==> src/rtl/baudgen_pkg.sv <==
package baudgen_pkg;

    typedef enum logic [0:0] {
        ST_RELOAD = 1'b0,
        ST_RUN    = 1'b1
    } div_state_e;

    localparam int BYTE_W = 8;

endpackage

==> src/rtl/baudgen_prescale.sv <==
module baudgen_prescale #(
    parameter int RATIO = 10
) (
    input  logic clk_i,
    input  logic rst_ni,
    input  logic use_ref_i,
    output logic en_o
);
    localparam int CW = (RATIO > 1) ? $clog2(RATIO) : 1;

    logic pre_pulse;

    generate
        if (RATIO > 1) begin : g_div
            logic [CW-1:0] pcnt_q;

            always_ff @(posedge clk_i) begin
                if (!rst_ni) begin
                    pcnt_q <= '0;
                end else if (pcnt_q == CW'(RATIO - 1)) begin
                    pcnt_q <= '0;
                end else begin
                    pcnt_q <= pcnt_q + 1'b1;
                end
            end

            assign pre_pulse = (pcnt_q == CW'(RATIO - 1));
        end else begin : g_nodiv
            assign pre_pulse = 1'b1;
        end
    endgenerate

    assign en_o = use_ref_i | pre_pulse;

endmodule

==> src/rtl/baudgen_divreg.sv <==
module baudgen_divreg #(
    parameter int DIV_W   = 16,
    parameter int RST_DIV = 12
) (
    input  logic             clk_i,
    input  logic             rst_ni,
    input  logic             lo_we_i,
    input  logic             hi_we_i,
    input  logic [7:0]       byte_i,
    output logic [DIV_W-1:0] div_o,
    output logic             load_o
);
    localparam int HI_W = DIV_W - baudgen_pkg::BYTE_W;
    localparam logic [DIV_W-1:0] RST_VAL = DIV_W'(RST_DIV);

    logic [7:0]      lo_q;
    logic [HI_W-1:0] hi_q;

    always_ff @(posedge clk_i) begin
        if (!rst_ni) begin
            lo_q <= RST_VAL[7:0];
            hi_q <= RST_VAL[DIV_W-1:8];
        end else begin
            if (lo_we_i) begin
                lo_q <= byte_i;
            end
            if (hi_we_i) begin
                hi_q <= byte_i[HI_W-1:0];
            end
        end
    end

    assign div_o  = {hi_q, lo_q};
    assign load_o = lo_we_i | hi_we_i;

endmodule

==> src/rtl/baudgen_divcnt.sv <==
module baudgen_divcnt
    import baudgen_pkg::*;
#(
    parameter int DIV_W = 16
) (
    input  logic             clk_i,
    input  logic             rst_ni,
    input  logic             en_i,
    input  logic             load_i,
    input  logic [DIV_W-1:0] div_i,
    output logic             tick_o
);
    div_state_e       state_q, state_d;
    logic [DIV_W-1:0] cnt_q, cnt_d;
    logic             tick_d, tick_q;
    logic [DIV_W-1:0] reload_val;

    assign reload_val = div_i - 1'b1;

    always_comb begin
        state_d = state_q;
        cnt_d   = cnt_q;
        tick_d  = 1'b0;
        if (load_i) begin
            state_d = ST_RELOAD;
        end else if (en_i) begin
            unique case (state_q)
                ST_RELOAD: begin
                    cnt_d   = reload_val;
                    state_d = ST_RUN;
                end
                ST_RUN: begin
                    if (cnt_q == '0) begin
                        tick_d = 1'b1;
                        cnt_d  = reload_val;
                    end else begin
                        cnt_d = cnt_q - 1'b1;
                    end
                end
            endcase
        end
    end

    always_ff @(posedge clk_i) begin
        if (!rst_ni) begin
            state_q <= ST_RELOAD;
            cnt_q   <= '0;
        end else begin
            state_q <= state_d;
            cnt_q   <= cnt_d;
        end
    end

    always_ff @(posedge clk_i) begin
        if (!rst_ni) begin
            tick_q <= 1'b0;
        end else begin
            tick_q <= tick_d;
        end
    end

    assign tick_o = tick_q;

endmodule

==> src/rtl/baudgen_bitcnt.sv <==
module baudgen_bitcnt #(
    parameter int OVS = 16
) (
    input  logic clk_i,
    input  logic rst_ni,
    input  logic tick_i,
    output logic bit_tick_o
);
    localparam int BW = $clog2(OVS);

    logic [BW-1:0] bcnt_q;

    always_ff @(posedge clk_i) begin
        if (!rst_ni) begin
            bcnt_q <= '0;
        end else if (tick_i) begin
            if (bcnt_q == BW'(OVS - 1)) begin
                bcnt_q <= '0;
            end else begin
                bcnt_q <= bcnt_q + 1'b1;
            end
        end
    end

    assign bit_tick_o = tick_i && (bcnt_q == BW'(OVS - 1));

endmodule

==> src/rtl/baudgen.sv <==
module baudgen #(
    parameter int PRESCALE = 10,
    parameter int DIV_W    = 16,
    parameter int RST_DIV  = 12,
    parameter int OVS      = 16
) (
    input  logic       clk_i,
    input  logic       rst_ni,
    input  logic       use_ref_i,
    input  logic       div_lo_we_i,
    input  logic       div_hi_we_i,
    input  logic [7:0] div_byte_i,
    output logic       tick16_o,
    output logic       bit_tick_o
);
    logic             clk_en;
    logic             div_load;
    logic [DIV_W-1:0] div_val;

    baudgen_prescale #(.RATIO(PRESCALE)) u_pre (
        .clk_i     (clk_i),
        .rst_ni    (rst_ni),
        .use_ref_i (use_ref_i),
        .en_o      (clk_en)
    );

    baudgen_divreg #(.DIV_W(DIV_W), .RST_DIV(RST_DIV)) u_reg (
        .clk_i   (clk_i),
        .rst_ni  (rst_ni),
        .lo_we_i (div_lo_we_i),
        .hi_we_i (div_hi_we_i),
        .byte_i  (div_byte_i),
        .div_o   (div_val),
        .load_o  (div_load)
    );

    baudgen_divcnt #(.DIV_W(DIV_W)) u_cnt (
        .clk_i  (clk_i),
        .rst_ni (rst_ni),
        .en_i   (clk_en),
        .load_i (div_load),
        .div_i  (div_val),
        .tick_o (tick16_o)
    );

    baudgen_bitcnt #(.OVS(OVS)) u_bit (
        .clk_i      (clk_i),
        .rst_ni     (rst_ni),
        .tick_i     (tick16_o),
        .bit_tick_o (bit_tick_o)
    );

endmodule

==> config.mk <==
export PLATFORM = sky130hd
export DESIGN_NAME = baudgen
export DESIGN_NICKNAME = d
export VERILOG_FILES = /design/src/rtl/baudgen_pkg.sv /design/src/rtl/baudgen_prescale.sv /design/src/rtl/baudgen_divreg.sv /design/src/rtl/baudgen_divcnt.sv /design/src/rtl/baudgen_bitcnt.sv /design/src/rtl/baudgen.sv
export SDC_FILE = /design/constraint.sdc
export NUM_CORES = 1
export LEC_CHECK = 0
export BUFFER_PORTS_ARGS = -buffer_cell sky130_fd_sc_hd__buf_2
export CAP_MARGIN = 10
export CORE_MARGIN = 5
export CORE_UTILIZATION = 54
export DETAILED_ROUTE_END_ITERATION = 6
export PLACE_DENSITY = 0.78
export SLEW_MARGIN = 0
export SYNTH_ARGS = -nofsm -noshare
export SYNTH_HDL_FRONTEND = slang
export SYNTH_SLANG_ARGS = --single-unit
==> constraint.sdc <==
create_clock -name clk_i -period 2 [get_ports clk_i]
set_clock_uncertainty 0.05 [all_clocks]
set_input_delay 0.4 -clock clk_i [delete_from_list [all_inputs] [get_ports clk_i]]
set_output_delay 0.4 -clock clk_i [all_outputs]
set_load 0.005 [all_outputs]
Word level (Yosys, flattened, before mapping)
Index checks and enable logic that the tools add are counted.
{ "word_totals": {"elab_cells": 29, "ff_bits": 42, "out_inout_bits": 2} }
{ "op_classes": {"mux": 4, "n_addsub": 4, "n_bitwise": 6, "eq_ne": 2, "reduce_logical": 6} }
{ "ops": {"columns": ["operator", "n"], "rows": [
  ["$pmux 16 s2", 1],
  ["$sub 16x1->16 const B", 2],
  ["$logic_not 16->1", 1],
  ["$mux 16", 1],
  ["$add 4x1->4 const B", 2],
  ["$eq 4x4->1 const B", 2],
  ["$mux 4", 1],
  ["$not 1->1", 4],
  ["$reduce_or 2->1", 2],
  ["$reduce_or 4->1", 1],
  ["$or 1x1->1", 2],
  ["$reduce_and 2->1", 1],
  ["$logic_and 1x1->1", 1],
  ["$mux 1", 1]
]} }

Depth between registers and ports, before layout
{ "logic_depth": {"word_depth": 4, "ltp_mapped": 8, "depth_no_buf": 7} }

By module
Synthesis repeated with hierarchy kept, for this count alone.
{ "unflattened": {"cells_unflattened": 278, "area_unflattened_um2": 2402.3} }
{ "modules_own_cells": {"columns": ["module", "area_each_um2", "instances", "cells_per_inst"], "rows": [
  ["baudgen_divcnt", 1406.3, 1, 187],
  ["baudgen_divreg", 609.3, 1, 52],
  ["baudgen_bitcnt", 193.9, 1, 19],
  ["baudgen_prescale", 192.7, 1, 20]
]} }

Worst setup path after synthesis
No wires, ideal clock.
{ "synth_timing": {"path_kind": "reg-to-reg", "start": "register u_reg.lo_q[2]", "end": "register u_cnt.cnt_q[15]", "t_arrival_ps": 1805, "slack_ps": 23, "stages_incl_launch_ff": 6, "path_buffers": 0, "setup_time_ps": 122, "t_required_ps": 1828, "cell_sequence": "dfxtp_1 -> or4_1 -> nor4_2 -> nor3b_2 -> xor2_1 -> a311o_1"} }
{ "synth_via": {"elab_chain_len": 3} }
{ "synth_lines": {"columns": ["element", "line_no", "source"], "rows": [
  ["from (decl)", "baudgen_divreg.sv:16", "logic [7:0] lo_q;"],
  ["from (signal assigned)", "baudgen_divreg.sv:21", "lo_q <= RST_VAL[7:0];"],
  ["from (signal assigned)", "baudgen_divreg.sv:25", "lo_q <= byte_i;"],
  ["$sub 16x1->16 *", "baudgen_divcnt.sv:18", "assign reload_val = div_i - 1'b1;"],
  ["$mux 16", "baudgen_divcnt.sv:33", "if (cnt_q == '0) begin"],
  ["$pmux 16 s2 *", "baudgen_divcnt.sv:27", "unique case (state_q)"],
  ["to (signal assigned)", "baudgen_divcnt.sv:50", "cnt_q <= cnt_d;"],
  ["to (decl)", "baudgen_divcnt.sv:14", "logic [DIV_W-1:0] cnt_q, cnt_d;"]
]} }
Mark *: on every way between the ends. The rest lies on a longest branch, timed or not.
A chain may end at the register's enable or synchronous reset.

Final worst setup path
{ "layout_timing": {"start": "register u_cnt.cnt_q[9]", "end": "register u_cnt.cnt_q[9]"} }
{ "layout_via": {"elab_chain_len": 3, "word_cells_on_any_way": 4, "classes_between": "add/sub: 1; mux: 2; reduce/logical: 1"} }
{ "layout_lines": {"columns": ["element", "line_no"], "rows": [
  ["$sub 16x1->16 / $logic_not 16->1 (equally long branches)", "baudgen_divcnt.sv:37, baudgen_divcnt.sv:33"],
  ["$mux 16 *", "baudgen_divcnt.sv:33"],
  ["$pmux 16 s2 *", "baudgen_divcnt.sv:27"]
]} }
Marks and branches as above.

==> flow_metrics.tcl <==
set metrics [dict create \
    period_share_pct 98.99 \
    fmax_mhz 505.1 \
    place_inst 356 \
    hp-start "div_byte_i[0]" \
    syn_area_per_cell_sq_um 8.676 \
    hold_viol 0 \
    p_leak_nw 1.199 \
    syn_area_sq_um 2369 \
    gp_congestion 0.9188 \
    grt_pass1_vias 2098 \
    final_cell_mix "dfxtp_1, nor2_1, buf_4" \
    yosysWarnings 0 \
    arrival_ns 2.11 \
    p_int_mw 1.432 \
    max_cap_viol_count 0 \
    n_antenna_cell 0 \
    grt_pass1_wl_mm 9.591 \
    r2r_cells 5 \
    synth_edf_count 0 \
    crit_start "u_cnt.cnt_q[9]" \
    ys.flop_type "dfxtp_1" \
    p_clk_share_pct 33.9 \
    die_w_microns 76.23 \
    tightest_slew_ns 0.4769 \
    crit_fanout 5 \
    grt_usage_pct 20.02 \
    nNetsFinal 331 \
    totalWireLength_mm 5.778 \
    portBuffers 14 \
    switchingPower_mw 0.5767 \
    final-setup-viol-count 0 \
    total_power_mw 2.009 \
    min_period_ns 1.980 \
    grt_max_degree 20 \
    cts_tree "built" \
    syn_inst 273 \
    hold_end "u_reg.hi_q[0]" \
    initial_core_util_pct 55.16 \
    hold_depth 3 \
    path_clk_slew_ns 0.08 \
    die_area_sq_um 5811 \
    regToRegStartpoint "u_cnt.cnt_q[9]" \
    drt.antenna.violating_nets 0 \
    grt_setup_unrepaired "true" \
    cts_buffer_depth 2 \
    firstDrtPassIters 4 \
    worstHoldPathType "input port to register" \
    via_per_inst 5.951 \
    outcome "finished, final reports clean" \
    top_level_ports 15 \
    slew_headroom_pct 67.91 \
    p_comb_share_pct 20.9 \
    worstSetupPathType "register to register" \
    cp-start-kind "register" \
    worstSkewPairLatency_ns 0.30 \
    max-vdd-ir-drop_v 0.0007282 \
    wl_per_cell_microns 15.83 \
    post_layout_nonfiller_instances 365 \
    r2r_slack_ns 0.02 \
    cts_sinks 42 \
    syn_nets 292 \
    p_seq_share_pct 45.2 \
    synthArstFlopShare_pct 0 \
    end_kind "register" \
    row_count 24 \
    yosysSeqAreaShare_pct 35.50 \
    ys_types 49 \
    cts_max_level 2 \
    layout_commonest_cell "dfxtp_1" \
    area_growth_pct 21.08 \
    cts_buffers 5 \
    overflow 0 \
    vias 2172 \
    slew_violations 0 \
    swShare_pct 28.71 \
    fillers 344 \
    drc 0 \
    layout-drive-gt1-share_pct 23.32 \
    ys_seq_elements 42 \
    power_per_cell_area_nw_per_um2 700.6 \
    antenna_found_initial 0 \
    cts_root_buffer "clkbuf_8" \
    critPathRequiredTime_ns 2.13 \
    die_h_microns 76.23 \
    dp_hpwl_mm 4.194 \
    worst_r2r_endpoint "u_cnt.cnt_q[9]" \
    drtIter0Drc 159 \
    core_sq_um 4294 \
    holdWs_ns 0.3030 \
]
## repair_timing
| item | in CTS | in global routing |
|---|---|---|
| setup buffers | 0 | 1 |
| setup endpoints to repair | 0 | 11 |
| hold buffers | 0 | 0 |
| gates resized for setup | 0 | 15 |
## cells by family (layout without fill, tap and decap cells)
family	Yosys count	count (layout)	share of synthesized area, %
adder cells (fa/ha/maj)	6	6	3.169
buffers and inverters	20	60	3.909
AO/OA/AOI/OAI	48	48	14.63
flip-flops	42	42	35.50
multiplexers	26	26	10.99
AND/OR/NAND/NOR	114	114	25.51
XOR/XNOR	17	17	6.286
## layout make-up
cell class | count | area, sq um | area share, %
Multi-Input combinational cell | 211 | 1501 | 52.36
Clock inverter | 2 | 37.54 | 1.309
Clock buffer | 6 | 72.57 | 2.531
Inverter | 6 | 22.52 | 0.7853
Timing Repair Buffer | 46 | 322.8 | 11.26
Sequential cell | 42 | 845.8 | 29.49
Tap cell | 52 | 65.06 | 2.269
## cells in the mapped netlist, drive strengths merged, types with 3 or more instances
master	number	area, sq um
o21a	3	22.52
or4	5	41.29
xnor2	10	87.58
o21ai	14	81.33
or3	6	47.54
mux2i	26	260.3
nand2b	5	31.28
inv	6	22.52
nand4	3	18.77
nor3	15	75.07
dfxtp	42	840.8
nor2	34	127.6
clkbuf	8	30.03
nor3b	3	27.52
ha	6	75.07
buf	6	40.04
a21oi	8	40.04
a32o	6	60.06
nand3	8	40.04
nand2	21	86.33
nor4	9	68.81
xor2	7	61.31
a211oi	3	22.52
## worst max-delay path by stage
stage	endpoint	cells after the start
floorplan	u_cnt.cnt_q[15]	5
global placement	u_cnt.cnt_q[15]	5
detailed placement	u_cnt.cnt_q[7]	6
CTS	u_cnt.cnt_q[7]	6
global route	u_cnt.cnt_q[9]	5
finish	u_cnt.cnt_q[9]	5
## metal layers
| metal | share of wire, % | track usage, % | vias up |
|---|---|---|---|
| met5 | 0 | 0 | - |
| met4 | 1.3 | 7.343 | 0 |
| met3 | 5.6 | 3.783 | 8 |
| met2 | 50 | 33.65 | 65 |
| met1 | 43 | 25.35 | 1026 |
| li1 | - | - | 1073 |
## state kept, by name, summed over array words and instances (netlist names)
name and count:
u_pre.g_div.pcnt_q 4, u_reg.lo_q 8, u_cnt.state_q 1, u_cnt.cnt_q 16, u_reg.hi_q 8, u_bit.bcnt_q 4, u_cnt.tick_o 1
## power groups by stage
| stage | Sequential [mW] | Clock, mW | Combinational [mW] |
|---|---|---|---|
| 2_1_floorplan | 0.926 | 0 | 0.265 |
| 3_3_place_gp | 0.923 | 0 | 0.386 |
| 3_5_place_dp | 0.924 | 0 | 0.392 |
| 4_1_cts | 0.905 | 0.692 | 0.395 |
| 5_1_grt | 0.915 | 0.734 | 0.463 |
| 6_report | 0.908 | 0.681 | 0.419 |
## worst max-delay path, stage by stage, from the launching register on
cell	delay (ns)
dfxtp_2	0.36
or3_4	0.40
or3_4	0.37
o32a_1	0.31
o311ai_2	0.24
o311ai_1	0.13
## metrics by stage
stage                     instance area (sq um)  util [%]  TNS [ns]  setup slack (ns)
after floorplan                            2369         -         0           0.02296
after global placement                     2679     62.38         0           0.05421
after detailed placement                   2679     62.38         0           0.01195
after CTS                                  2789     64.95         0          0.002754
after global routing                       2868     66.78  -0.07377          -0.05052
final                                      2868     66.78         0           0.02027
No activity file was read; power rests on OpenSTA's default activity.
